**config.mk**
```make
export PLATFORM = sky130hd
export DESIGN_NAME = sra_serial_regs
export DESIGN_NICKNAME = d
export VERILOG_FILES = /design/src/rtl/sra_pkg.sv /design/src/rtl/sra_sync.sv /design/src/rtl/sra_frame.sv /design/src/rtl/sra_regbank.sv /design/src/rtl/sra_serial_regs.sv
export SDC_FILE = /design/constraint.sdc
export NUM_CORES = 1
export LEC_CHECK = 0
export BUFFER_PORTS_ARGS = -buffer_cell sky130_fd_sc_hd__buf_4
export CAP_MARGIN = 20
export CORE_MARGIN = 2
export CORE_UTILIZATION = 40
export CTS_CLUSTER_SIZE = 8
export DETAILED_ROUTE_END_ITERATION = 16
export GPL_TIMING_DRIVEN = 0
export PLACE_DENSITY = 0.66
export SLEW_MARGIN = 10
export SYNTH_ARGS = -nofsm -noshare
export SYNTH_HDL_FRONTEND = slang
export SYNTH_SLANG_ARGS = --single-unit
```
**constraint.sdc**
```tcl
create_clock -name clk -period 2.8 [get_ports clk]
set_clock_uncertainty 0.15 [all_clocks]
set_input_delay 0.28 -clock clk [delete_from_list [all_inputs] [get_ports clk]]
set_output_delay 0.28 -clock clk [all_outputs]
set_load 0.005 [all_outputs]
```
**src/rtl/sra_pkg.sv**
```systemverilog
// Package for the serial register access block.
// Holds the frame geometry shared by the frame engine, the register bank and the checker.
// Assumes a frame of: direction bit, address, one spare bit, data.
package sra_pkg;
    localparam int ADDR_W    = 6;
    localparam int DATA_W    = 8;
    localparam int HDR_LEN   = 1 + ADDR_W + 1;
    localparam int FRAME_LEN = HDR_LEN + DATA_W;
    localparam int CNT_W     = $clog2(FRAME_LEN + 1);
endpackage

```
**src/rtl/sra_sync.sv**
```systemverilog
// Multi-stage synchronizer for a group of asynchronous pins.
// Assumes each pin is independent and slow relative to clk (oversampling).
// The reset value is a parameter so idle-high pins reset to their idle level.
module sra_sync #(
    parameter int             W       = 3,
    parameter int             STAGES  = 2,
    parameter logic [W-1:0]   RST_VAL = '0
) (
    input  logic         clk,
    input  logic         rst_n,
    input  logic [W-1:0] d,
    output logic [W-1:0] q
);
    logic [W-1:0] stage_r [STAGES];

    // Shift the pins through the synchronizer chain.
    always_ff @(posedge clk) begin
        if (!rst_n) begin
            for (int i = 0; i < STAGES; i++) stage_r[i] <= RST_VAL;
        end else begin
            stage_r[0] <= d;
            for (int i = 1; i < STAGES; i++) stage_r[i] <= stage_r[i-1];
        end
    end

    assign q = stage_r[STAGES-1];
endmodule

```
**src/rtl/sra_frame.sv**
```systemverilog
// Frame engine: counts serial clock edges, collects the header and the data byte,
// issues one write pulse on the final rising edge of a write frame, and shifts read
// data out after falling edges during the data phase of a read frame.
// Assumes synchronized pins; edges are found by comparing against a delayed copy.
module sra_frame
    import sra_pkg::*;
(
    input  logic              clk,
    input  logic              rst_n,
    input  logic              s_sclk,
    input  logic              cs_act,
    input  logic              s_sdi,
    input  logic [DATA_W-1:0] rd_data,
    output logic [ADDR_W-1:0] rd_addr,
    output logic [CNT_W-1:0]  bit_cnt,
    output logic              wr_en,
    output logic [ADDR_W-1:0] wr_addr,
    output logic [DATA_W-1:0] wr_data,
    output logic              sdo,
    output logic              sdo_oe
);
    localparam logic [CNT_W-1:0] C_HDR_LAST = CNT_W'(HDR_LEN - 1);
    localparam logic [CNT_W-1:0] C_HDR      = CNT_W'(HDR_LEN);
    localparam logic [CNT_W-1:0] C_LAST     = CNT_W'(FRAME_LEN - 1);
    localparam logic [CNT_W-1:0] C_END      = CNT_W'(FRAME_LEN);

    logic                 sclk_d;
    logic                 rise, fall;
    logic [FRAME_LEN-1:0] sh_r;
    logic                 is_rd;
    logic [DATA_W-1:0]    rd_sh;

    assign rise = s_sclk & ~sclk_d;
    assign fall = ~s_sclk & sclk_d;

    // Frame state: edge history, bit counter, header capture, write pulse, output shifter.
    always_ff @(posedge clk) begin
        if (!rst_n) begin
            sclk_d  <= 1'b0;
            bit_cnt <= '0;
            sh_r    <= '0;
            is_rd   <= 1'b0;
            rd_addr <= '0;
            wr_en   <= 1'b0;
            wr_addr <= '0;
            wr_data <= '0;
            sdo     <= 1'b0;
            sdo_oe  <= 1'b0;
            rd_sh   <= '0;
        end else begin
            sclk_d <= s_sclk;
            wr_en  <= 1'b0;
            if (!cs_act) begin
                bit_cnt <= '0;
                sdo     <= 1'b0;
                sdo_oe  <= 1'b0;
            end else begin
                if (rise && bit_cnt < C_END) begin
                    sh_r    <= {sh_r[FRAME_LEN-2:0], s_sdi};
                    bit_cnt <= bit_cnt + 1'b1;
                    if (bit_cnt == C_HDR_LAST) begin
                        is_rd   <= sh_r[ADDR_W];
                        rd_addr <= sh_r[ADDR_W-1:0];
                    end
                    if (bit_cnt == C_LAST && !is_rd) begin
                        wr_en   <= 1'b1;
                        wr_addr <= rd_addr;
                        wr_data <= {sh_r[DATA_W-2:0], s_sdi};
                    end
                end
                if (fall) begin
                    if (is_rd && bit_cnt == C_HDR) begin
                        sdo    <= rd_data[DATA_W-1];
                        rd_sh  <= {rd_data[DATA_W-2:0], 1'b0};
                        sdo_oe <= 1'b1;
                    end else if (is_rd && bit_cnt > C_HDR && bit_cnt < C_END) begin
                        sdo    <= rd_sh[DATA_W-1];
                        rd_sh  <= {rd_sh[DATA_W-2:0], 1'b0};
                    end else begin
                        sdo    <= 1'b0;
                        sdo_oe <= 1'b0;
                    end
                end
            end
        end
    end
endmodule

```
**src/rtl/sra_regbank.sv**
```systemverilog
// Register bank: NUM_CFG writable configuration bytes at the low addresses and
// NUM_STAT read-only status bytes at the top of the address space.
// Assumes NUM_CFG + NUM_STAT equals the address space; status writes are dropped.
module sra_regbank
    import sra_pkg::*;
#(
    parameter int NUM_STAT = 4,
    parameter int NUM_CFG  = (1 << ADDR_W) - NUM_STAT
) (
    input  logic                       clk,
    input  logic                       rst_n,
    input  logic                       wr_en,
    input  logic [ADDR_W-1:0]          wr_addr,
    input  logic [DATA_W-1:0]          wr_data,
    input  logic [ADDR_W-1:0]          rd_addr,
    output logic [DATA_W-1:0]          rd_data,
    input  logic [NUM_STAT*DATA_W-1:0] stat_in,
    output logic [NUM_CFG*DATA_W-1:0]  cfg_q
);
    localparam int DEPTH = 1 << ADDR_W;

    logic [DATA_W-1:0] cfg_r  [NUM_CFG];
    logic [DATA_W-1:0] rd_tab [DEPTH];

    // Store a committed write into the matching configuration byte only.
    always_ff @(posedge clk) begin
        if (!rst_n) begin
            for (int i = 0; i < NUM_CFG; i++) cfg_r[i] <= '0;
        end else if (wr_en) begin
            for (int i = 0; i < NUM_CFG; i++)
                if (wr_addr == ADDR_W'(i)) cfg_r[i] <= wr_data;
        end
    end

    // Build the read view: configuration bytes below, status bytes on top.
    for (genvar g = 0; g < DEPTH; g++) begin : g_map
        if (g < NUM_CFG) begin : g_cfg
            assign rd_tab[g] = cfg_r[g];
            assign cfg_q[g*DATA_W +: DATA_W] = cfg_r[g];
        end else begin : g_stat
            assign rd_tab[g] = stat_in[(g-NUM_CFG)*DATA_W +: DATA_W];
        end
    end

    assign rd_data = rd_tab[rd_addr];
endmodule

```
**src/rtl/sra_serial_regs.sv**
```systemverilog
// Top of the serial register access block.
// Synchronizes the serial pins into clk, runs the frame engine and holds the bank.
// Assumes the serial clock is at most one sixth of clk so each level lasts several cycles.
module sra_serial_regs
    import sra_pkg::*;
#(
    parameter int NUM_STAT    = 4,
    parameter int SYNC_STAGES = 2,
    parameter int NUM_CFG     = (1 << ADDR_W) - NUM_STAT
) (
    input  logic                       clk,
    input  logic                       rst_n,
    input  logic                       sclk,
    input  logic                       cs_n,
    input  logic                       sdi,
    input  logic [NUM_STAT*DATA_W-1:0] stat_in,
    output logic                       sdo,
    output logic                       sdo_oe,
    output logic [NUM_CFG*DATA_W-1:0]  cfg_q
);
    logic [2:0]        pins_s;
    logic              cs_act;
    logic [CNT_W-1:0]  bit_cnt;
    logic              wr_en;
    logic [ADDR_W-1:0] wr_addr, rd_addr;
    logic [DATA_W-1:0] wr_data, rd_data;

    sra_sync #(.W(3), .STAGES(SYNC_STAGES), .RST_VAL(3'b100)) u_sync (
        .clk(clk), .rst_n(rst_n), .d({cs_n, sclk, sdi}), .q(pins_s)
    );

    assign cs_act = ~pins_s[2];

    sra_frame u_frame (
        .clk(clk), .rst_n(rst_n), .s_sclk(pins_s[1]), .cs_act(cs_act), .s_sdi(pins_s[0]),
        .rd_data(rd_data), .rd_addr(rd_addr), .bit_cnt(bit_cnt), .wr_en(wr_en),
        .wr_addr(wr_addr), .wr_data(wr_data), .sdo(sdo), .sdo_oe(sdo_oe)
    );

    sra_regbank #(.NUM_STAT(NUM_STAT), .NUM_CFG(NUM_CFG)) u_bank (
        .clk(clk), .rst_n(rst_n), .wr_en(wr_en), .wr_addr(wr_addr), .wr_data(wr_data),
        .rd_addr(rd_addr), .rd_data(rd_data), .stat_in(stat_in), .cfg_q(cfg_q)
    );
endmodule

```
Word-level counts from Yosys, hierarchy flattened. Memory sizes are Yosys's and may differ from the RTL's. Cells that the tools add are included.

Bits in registers: 45. Latch bits: 0. Bits in writable memories: 486. ROM bits: 0. Bits of input ports: 37. Output and inout port bits: 482. Logic and storage cells: 479. Memories: 2.

$add $sub $neg: 1. Multiply operators: 0. Div/mod/pow operators: 0. $lt $le $gt $ge: 3. Eq/ne operators: 63. Shift-type cells: 0. Multiplexer cells: 314. Bitwise logic cells: 70. Reductions and logical operators: 15.

Memories: u_bank.cfg_r (words 60, bits a word 8, read ports 60, clocked after memory_dff 0, wr ports 60, RTL line sra_regbank.sv:22) `logic [DATA_W-1:0] cfg_r [NUM_CFG];`; u_sync.stage_r (words 2, bits a word 3, read ports 2, clocked after memory_dff 0, wr ports 2, RTL line sra_sync.sv:14) `logic [W-1:0] stage_r [STAGES];`.

Operator list (number): $mux W8 (64); $mux W1 (247); $eq A6 B6 Y1 const B (28); $eq A6 B5 Y1 const B (16); $or A1 B1 Y1 (62); $bmux W8 S6 (1); $eq A6 B4 Y1 const B (8); $eq A6 B3 Y1 const B (4); $eq A6 B2 Y1 const B (2); $eq A5 B4 Y1 const B (2); $reduce_and A3 Y1 (3); $ge A7 B7 Y1 const B (1); $not A6 Y7 (1); $eq A6 B1 Y1 const B (1); $logic_not A6 Y1 (1); $mux W3 (2); $add A5 B1 Y5 const B (1); $eq A5 B3 Y1 const B (1); $gt A5 B4 Y1 const B (1); $logic_and A1 B1 Y1 (5); $lt A5 B5 Y1 const B (1); $not A1 Y1 (5); $reduce_and A2 Y1 (2); $reduce_or A3 Y1 (1); 5 further kinds (6).

Longest topological paths before layout. Gate-level depths: netlist of the first run.

Depth in word-level cells: 6. Gate-level depth with buffers: 9. Gate-level depth less buffers: 7.

Modules after synthesis. A second synthesis of the first run with hierarchy kept.

Cell total of the unflattened synthesis: 1487. Area total of the unflattened synthesis: 22476.6 sq um.

By module, submodules not included: sra_regbank (instances 1, cells each 1266, area each 20429.6 sq um, seq. area each 14413.8 sq um); sra_frame (instances 1, cells each 205, area each 1863.0 sq um, seq. area each 880.8 sq um); sra_sync (instances 1, cells each 15, area each 180.2 sq um, seq. area each 120.1 sq um); sra_serial_regs (instances 1, cells each 1, area each 3.8 sq um, seq. area each 0.0 sq um).

Worst setup path before layout of the first run. Ideal clock, no wire load.

Path type: flip-flop to flip-flop. Start point: register u_frame.wr_addr[2]. End point: memory u_bank.cfg_r[44][0], in the netlist u_bank.cfg_r[0][352] (enable). Setup time: 0.398 ns. Arrival time: 1.815 ns. Required time: 2.252 ns. Slack: 0.437 ns. Cell stages (with the launch flop): 4. Buffers on the path: 1. Period minus slack after synthesis: 2.363 ns. Cells stage by stage: dfxtp_1 clkbuf_1 nand2_1 o41ai_1.

RTL lines: start, declared (RTL line sra_frame.sv:17) `output logic [ADDR_W-1:0] wr_addr,`; start signal, assigned (RTL line sra_frame.sv:67) `wr_addr <= rd_addr;`; end, declared (RTL line sra_regbank.sv:22).

==> results by group, run 1 <==
Run status
  • Outcome: complete, but fails checks
  • Failing checks: setup timing

Worst setup path
  • CP Max Fanout: 10
  • Stages on worst setup path: 5
  • Most frequent CP cell: clkbuf_1
  • Setup crit end kind: register
  • Slowest CP cell: nand2_1
  • CP startpoint kind: register
  • CP cell instances: nor3b_1 > clkbuf_1 > clkbuf_1 > nand2_1 > nand2_2
  • Top Family by Delay on Critical Path: simple AND/OR/NAND/NOR gates
  • CP Buf/Inv Count: 2
  • Crit path largest cell delay: 450 ps
  • Worst path required time: 2920 ps
  • Setup CP Type: reg -> reg
  • Reg2Reg Depth: 5
  • Arrival @ worst endpoint: 2920 ps

Route
  • Remaining DRCs: 0
  • Via-per-instance ratio: 5.788
  • First-pass DRT Iterations: 5
  • 1st-iter DRT viols: 2099
  • ANT nets after route: 0
  • Vias: 16360
  • Total Wirelength: 87830 um
  • Routed len/inst: 31.08 um

Pwr
  • PwrDens: 622.1 nW/um^2
  • Pleak: 0.01097 uW
  • Worst vdd ir: between 0.0003 and 0.0004 V

Finish
  • Post-Layout Cell Count: 2826
  • Layout area overhead: 33.35%
  • Layout cell share with drive strength beyond 1: 0.4071
  • Final core utilization: 0.5394
  • Layout Nets: 2084
  • N_diodes: 0
  • Design area: 29710 um^2

Logic synthesis
  • Number of synthesized flops with an enable pin: 480
  • Distinct cells, synth: 48
  • Area share of the leading cell type in the synthesized netlist: 0.6468
  • Synthesis Warnings: 0
  • Post-Syn Nets: between 1000 and 1500
  • Largest cells by area after synthesis: edfxtp_1, mux4_2, nor2_1, dfxtp_1, nand2_1
  • Cell taking the most area after synthesis: edfxtp_1
  • Syn Inst Count: roughly 1400
  • Average footprint of a synthesized cell: about 16 um^2
  • Post-synthesis sequential area ratio: 0.6917
  • Post-Syn Area: about 22000 um^2
  • Most used DFF post-synth: edfxtp_1
  • Top-count cell post-synth: edfxtp_1
  • Flops & latches, synth: 530
  • Async S/R FF share, synth: 0
  • Commonest cells in the netlist: edfxtp_1, nor2_1, mux4_2, nand2_1, clkbuf_1

Floorplan
  • Starting density of the core: 0.4045
  • I/O pin count: around 520
  • Chip height: 240.0 um
  • Rows: between 80 and 90
  • Die Area: 57610 um^2
  • Chip width: about 240 um
  • Core Region: between 50000 and 60000 um^2

Clock tree
  • Total number of H-tree levels: 3
  • CTS Buffer Depth: 3
  • Worst-path clk slew: approximately 50 ps
  • Clock root cell: clkbuf_16
  • CTS tree: built
  • Worst-Skew Late Latency: just over 600 ps
  • Cts bufs inserted: 76
  • Clock sink count: 530

Timing
  • Hold_ws: 135.2 ps
  • Slew @ Worst Pin: 1036 ps
  • Ratio of final minimum period to clock period: 1.000
  • Fin crit period: 2801 ps
  • Setup violations, final: 1
  • Final Max Tran Viols: 0
  • Fin worst setup slack: -1.351 ps
  • RSZ-0062 raised after global routing: yes
  • Final Hold Fails: 0
  • Maximum clock rate: ~360 MHz
  • Slew HR: 0.3096

Global route
  • Total GRT Usage: 0.3002
  • Pin count of the biggest net entering global routing: 27
  • Vias in the first global route: 15950
  • Initial antenna violation count: 2
  • GRT Residual Overflow: 0
  • Global-route wire length before repair: 120000 um

Placement
  • Dpl hpwl: 66960 um
  • # port buffers: 517
  • Final Wtd Congestion: about 0.95
  • Placed Cells: 2710
  • Placed cell area: 27310 um^2

Min path
  • WHS Path Cells: 3
  • Hold/Removal Path Class: in -> reg

Job
  • Max Cap Violations: 0
==> sequential cells by signal, summed over array words and instances, names as in the netlist <==
name	count
u_bank.cfg_r	480
u_frame.sh_r	7
u_frame.bit_cnt	5
u_sync.stage_r	6
u_frame.wr_data	8
u_frame.sclk_d	1
u_frame.rd_sh	7
u_frame.wr_en	1
u_frame.rd_addr	6
u_frame.sdo	1
u_frame.sdo_oe	1
u_frame.wr_addr	6
u_frame.is_rd	1
==> per-stage QoR <==
| stage | TNS (ps) | setup WS (ps) | total power, uW |
|---|---|---|---|
| finish | -1.351 | -1.351 | 18480 |
| global route | -789.4 | -77.04 | 18870 |
| CTS | 0 | 2.432 | 18480 |
| detailed placement | -40630 | -764.4 | 10110 |
| global placement | -73600 | -965.8 | 10080 |
| floorplan | 0 | 437.2 | 9394 |
==> where the power goes <==
| group | total, uW | switching [uW] | leakage [uW] | internal, uW |
|---|---|---|---|---|
| clock | 8500 | 3350 | 0.00104 | 5150 |
| sequential | 9060 | 200 | 0.00537 | 8860 |
| combinational | 923 | 460 | 0.00457 | 463 |
| total | 18500 | 4010 | 0.0110 | 14500 |
==> worst reg2reg max path, stage by stage, from the launching register on <==
cell and delay (ps):
dfxtp_1 390, nor3b_1 380, clkbuf_1 310, clkbuf_1 350
nand2_1 450, nand2_2 430
==> cells by family after synthesis <==
| kind of cell | after synthesis | synth area share |
|---|---|---|
| flops | 530 | 0.6917 |
| buf+inv | 107 | 0.02117 |
| xor+xnor | 3 | 0.001179 |
| simple gates | 506 | 0.09276 |
| mux | 174 | 0.1605 |
| compound gates | 99 | 0.03094 |
| fa+ha+maj | 3 | 0.001685 |
==> routing by layer <==
layer	wire (um)	GRT usage
met2	43740	0.4967
met3	8891	0.07061
met5	8	0
met4	3326	0.1205
met1	31860	0.3827
==> final timing paths <==
kind                                            from                   end  slack [ps]
worst min register to register  u_sync.stage_r[0][2]  u_sync.stage_r[0][5]         260
worst max-delay path                   u_frame.wr_en  u_bank.cfg_r[0][114]          -1
worst max register to register         u_frame.wr_en  u_bank.cfg_r[0][114]          -1
worst min-delay path                           rst_n           u_frame.sdo         140
==> cell type report <==
class / count / area, um^2
multi-input cells: 785 / 6513
plain buffers: 92 / 531.8
clock inverters: 4 / 52.55
fillers: 4552 / 25380
clock buffers: 108 / 2107
repair buffers: 544 / 4103
well taps: 748 / 935.9
inverters: 15 / 57.56
flip-flops and latches: 530 / 15410
==> cell usage in the layout (no fill, tap or decap), types with 17 or more instances in the layout <==
cell type  count
buf_4        548
edfxtp_1     480
nor2_1       298
mux4_2       146
nand2_1      129
clkbuf_1      83
clkbuf_16     80
dfxtp_1       50
mux2i_1       21
a21boi_0      21
o21ai_1       18
nand2_2       17
==> repair_timing <==
item | CTS | global route
setup buffers | 0 | 0
hold buffers | 3 | 0
gates resized for setup | 43 | 33
endpoints found under the setup margin | 18 | 144
hold endpoints to repair | 3 | 0
Note: power is estimated with default switching activity, not from simulation.
==> run 2, diff against run 1 <==
clock period = 2.6 ns   (was 2.8 ns; I/O delays follow)
==> run 2 against run 1 <==
Net effect:
- the run still ends with setup timing left
- cell count rose by 0.42%
- sequential share of layout area fell by 0.65 points
- clock power rose by 7.8%
- critical path type unchanged
- highest routed layer unchanged
==> results by group, run 2 (same netlist as run 1, synthesis figures left out) <==
Finish
  • FF+latch area: 15420 um^2 (about the same)
  • Design area: 30100 um^2 (+1.3%)
  • Fill cells: 4506 (-1.0%)
  • Commonest non-fill, non-tap cell in the layout: buf_4
  • Largest register FFs: 480 (unchanged)
  • Layout Nets: 2095 (+0.53%)
  • Multi-input logic area: 6625 um^2 (+1.7%)
  • Commonest cells after routing, fill and taps aside: buf_4, edfxtp_1, nor2_1
  • Regs by FF count: u_bank.cfg_r (480), u_frame.wr_data (8)
  • Final core utilization: 0.5463 (+0.006904)
  • Layout area overhead: 35.05%
  • Largest Register: u_bank.cfg_r
  • Layout cell share with drive strength beyond 1: 0.4280 (+0.02083)

Clock tree
  • CTS tree: built
  • CTS Buffer Depth: 3 (unchanged)
  • Clock root cell: clkbuf_16
  • Total number of H-tree levels: 3 (unchanged)
  • Worst-path clk slew: 50 ps (about the same)
  • Clock sink count: 530 (unchanged)
  • Worst-Skew Late Latency: 610 ps (about the same)
  • Cts bufs inserted: 76 (unchanged)

Placement
  • Final Wtd Congestion: 0.9547 (unchanged)
  • # port buffers: 517 (unchanged)
  • Dpl hpwl: 66960 um (unchanged)
  • Placed cell area: 27310 um^2 (unchanged)

Pwr
  • Pleak: 0.01106 uW (+0.81%)
  • Worst vdd ir: 0.0004263 V (+7.0%)
  • PwrDens: 661.9 nW/um^2 (+6.4%)

Global route
  • GRT Max-Usage Layer: met2
  • Pin count of the biggest net entering global routing: 27 (unchanged)
  • Met3 usage: 0.07394 (+0.003330)
  • GRT Residual Overflow: 0 (unchanged)
  • Grt met2 use: 0.5020 (+0.005342)
  • Met1 global-route usage: 0.3842 (+0.001462)
  • Global-route wire length before repair: 120700 um (+0.54%)
  • Total GRT Usage: 0.3022 (+0.002019)
  • Vias in the first global route: 16020 (+0.48%)
  • Initial antenna violation count: 2 (unchanged)

Worst setup path
  • Setup CP Type: reg -> reg
  • CP cell instances: buf_12 > buf_4 > buf_8 > mux4_2 > mux4_2 > a22oi_2 > a21oi_1
  • CP startpoint kind: register
  • Arrival @ worst endpoint: 2950 ps (+30 ps)
  • CP Max Fanout: 10 (unchanged)
  • Worst path required time: 2930 ps (about the same)
  • Setup crit end kind: register
  • Crit path largest cell delay: 570 ps (+120 ps)
  • Slowest CP cell: mux4_2
  • Most frequent CP cell: mux4_2

Route
  • Routed len/inst: 31.78 um (+2.3%)
  • Remaining DRCs: 0 (unchanged)
  • ANT nets after route: 0 (unchanged)
  • Vias: 16560 (+1.3%)
  • 1st-iter DRT viols: 2265 (+7.9%)
  • First-pass DRT Iterations: 6 (+1)
  • Total Wirelength: 90180 um (+2.7%)
  • Via-per-instance ratio: 5.836 (+0.83%)

Floorplan
  • I/O pin count: 519 (unchanged)
  • Die Area: 57610 um^2 (unchanged)
  • Rows: 86 (unchanged)
  • Core Region: 55090 um^2 (unchanged)
  • Chip height: 240.0 um (unchanged)
  • Starting density of the core: 0.4045 (unchanged)
  • Chip width: 240.0 um (unchanged)

Run status
  • Outcome: complete, but fails checks
  • Failing checks: setup timing

Timing
  • Setup violations, final: 1 (unchanged)
  • Fin crit period: 2617 ps (-184.8 ps)
  • Final Hold Fails: 0 (unchanged)
  • Slew @ Worst Pin: 1012 ps (-23.12 ps)
  • Sum Neg Setup Slack: -16.58 ps (-15.22 ps)
  • Maximum clock rate: 382.2 MHz (+7.1%)
  • Ratio of final minimum period to clock period: 1.006 (+0.005893)
  • Slew HR: 0.3250 (+0.01542)
  • Fin worst setup slack: -16.58 ps (-15.22 ps)
  • RSZ-0062 raised after global routing: yes
  • Final Max Tran Viols: 0 (unchanged)

Min path
  • Hold/Removal Path Class: in -> reg

Job
  • Max Cap Violations: 0 (unchanged)
==> run 2: changes by cell type in the layout (fill, tap and decap cells not counted), sizes merged <==
cell and change:
buf +11, inv -5, clkinvlp +10, diode +1
clkbuf -5
==> run 2: metrics by stage <==
stage	hold WS [ps]	std cells	total power, uW	setup slack (ps)
floorplan	211.5	1422	10120	237.2
global placement	249.1	2687	10860	-1166
detailed placement	262.0	2710	10890	-964.4
CTS	69.10	2831	19910	-23.51
global route	142.8	2837	20330	-86.59
finish	108.4	2838	19920	-16.58
==> run 2: layer usage <==
| layer | wire (um) | vias up | share of wire |
|---|---|---|---|
| met2 | 44820 | 1181 | 0.50 |
| li1 | - | 6672 | - |
| met3 | 9330 | 176 | 0.10 |
| met4 | 3333 | 2 | 0.037 |
| met1 | 32690 | 8532 | 0.36 |
| met5 | 8 | - | 0.000089 |
==> run 2: final timing paths <==
kind / startpoint / endpoint / slack [ps] / depth (start not counted)
hold / removal: rst_n / u_frame.sdo / 110 / 3
hold reg to reg: u_sync.stage_r[0][2] / u_sync.stage_r[0][5] / 270 / 1
setup / recovery: u_frame.rd_addr[0] / u_frame.rd_sh[5] / -20 / 7
setup reg to reg: u_frame.rd_addr[0] / u_frame.rd_sh[5] / -20 / 7
==> run 2: cell type report <==
class,count,area share
flip-flops and latches,530,0.5123
multi-input cells,785,0.2201
repair buffers,550,0.1384
clock buffers,108,0.07001
well taps,748,0.03110
plain buffers,92,0.02262
inverters,15,0.002536
clock inverters,4,0.001746
repair inverters,5,0.001081
diodes,1,0.00008315
==> run 2: repair_timing <==
| item | 4_1_cts | 5_1_grt |
|---|---|---|
| gates cloned | 1 | 5 |
| setup buffers | 5 | 2 |
| pin swaps | 3 | 7 |
| hold buffers | 3 | 0 |
| endpoints found under the hold margin | 3 | 0 |
| endpoints found under the setup margin | 156 | 351 |
| resized for setup | 105 | 65 |
==> run 2: power by group <==
group | leakage, uW | total, uW | internal, uW | switching (uW)
clock network | 0.00104 | 9160 | 5550 | 3610
registers | 0.00537 | 9760 | 9550 | 216
logic | 0.00465 | 1000 | 502 | 499
total | 0.0111 | 19900 | 15600 | 4320
==> run 2: critical path: cells and delay by family, from the launching register on <==
family,cells,cell delay [ps]
AO/OA/AOI/OAI,2,450
buffers and inverters,3,460
flip-flops,1,340
multiplexers,2,1080
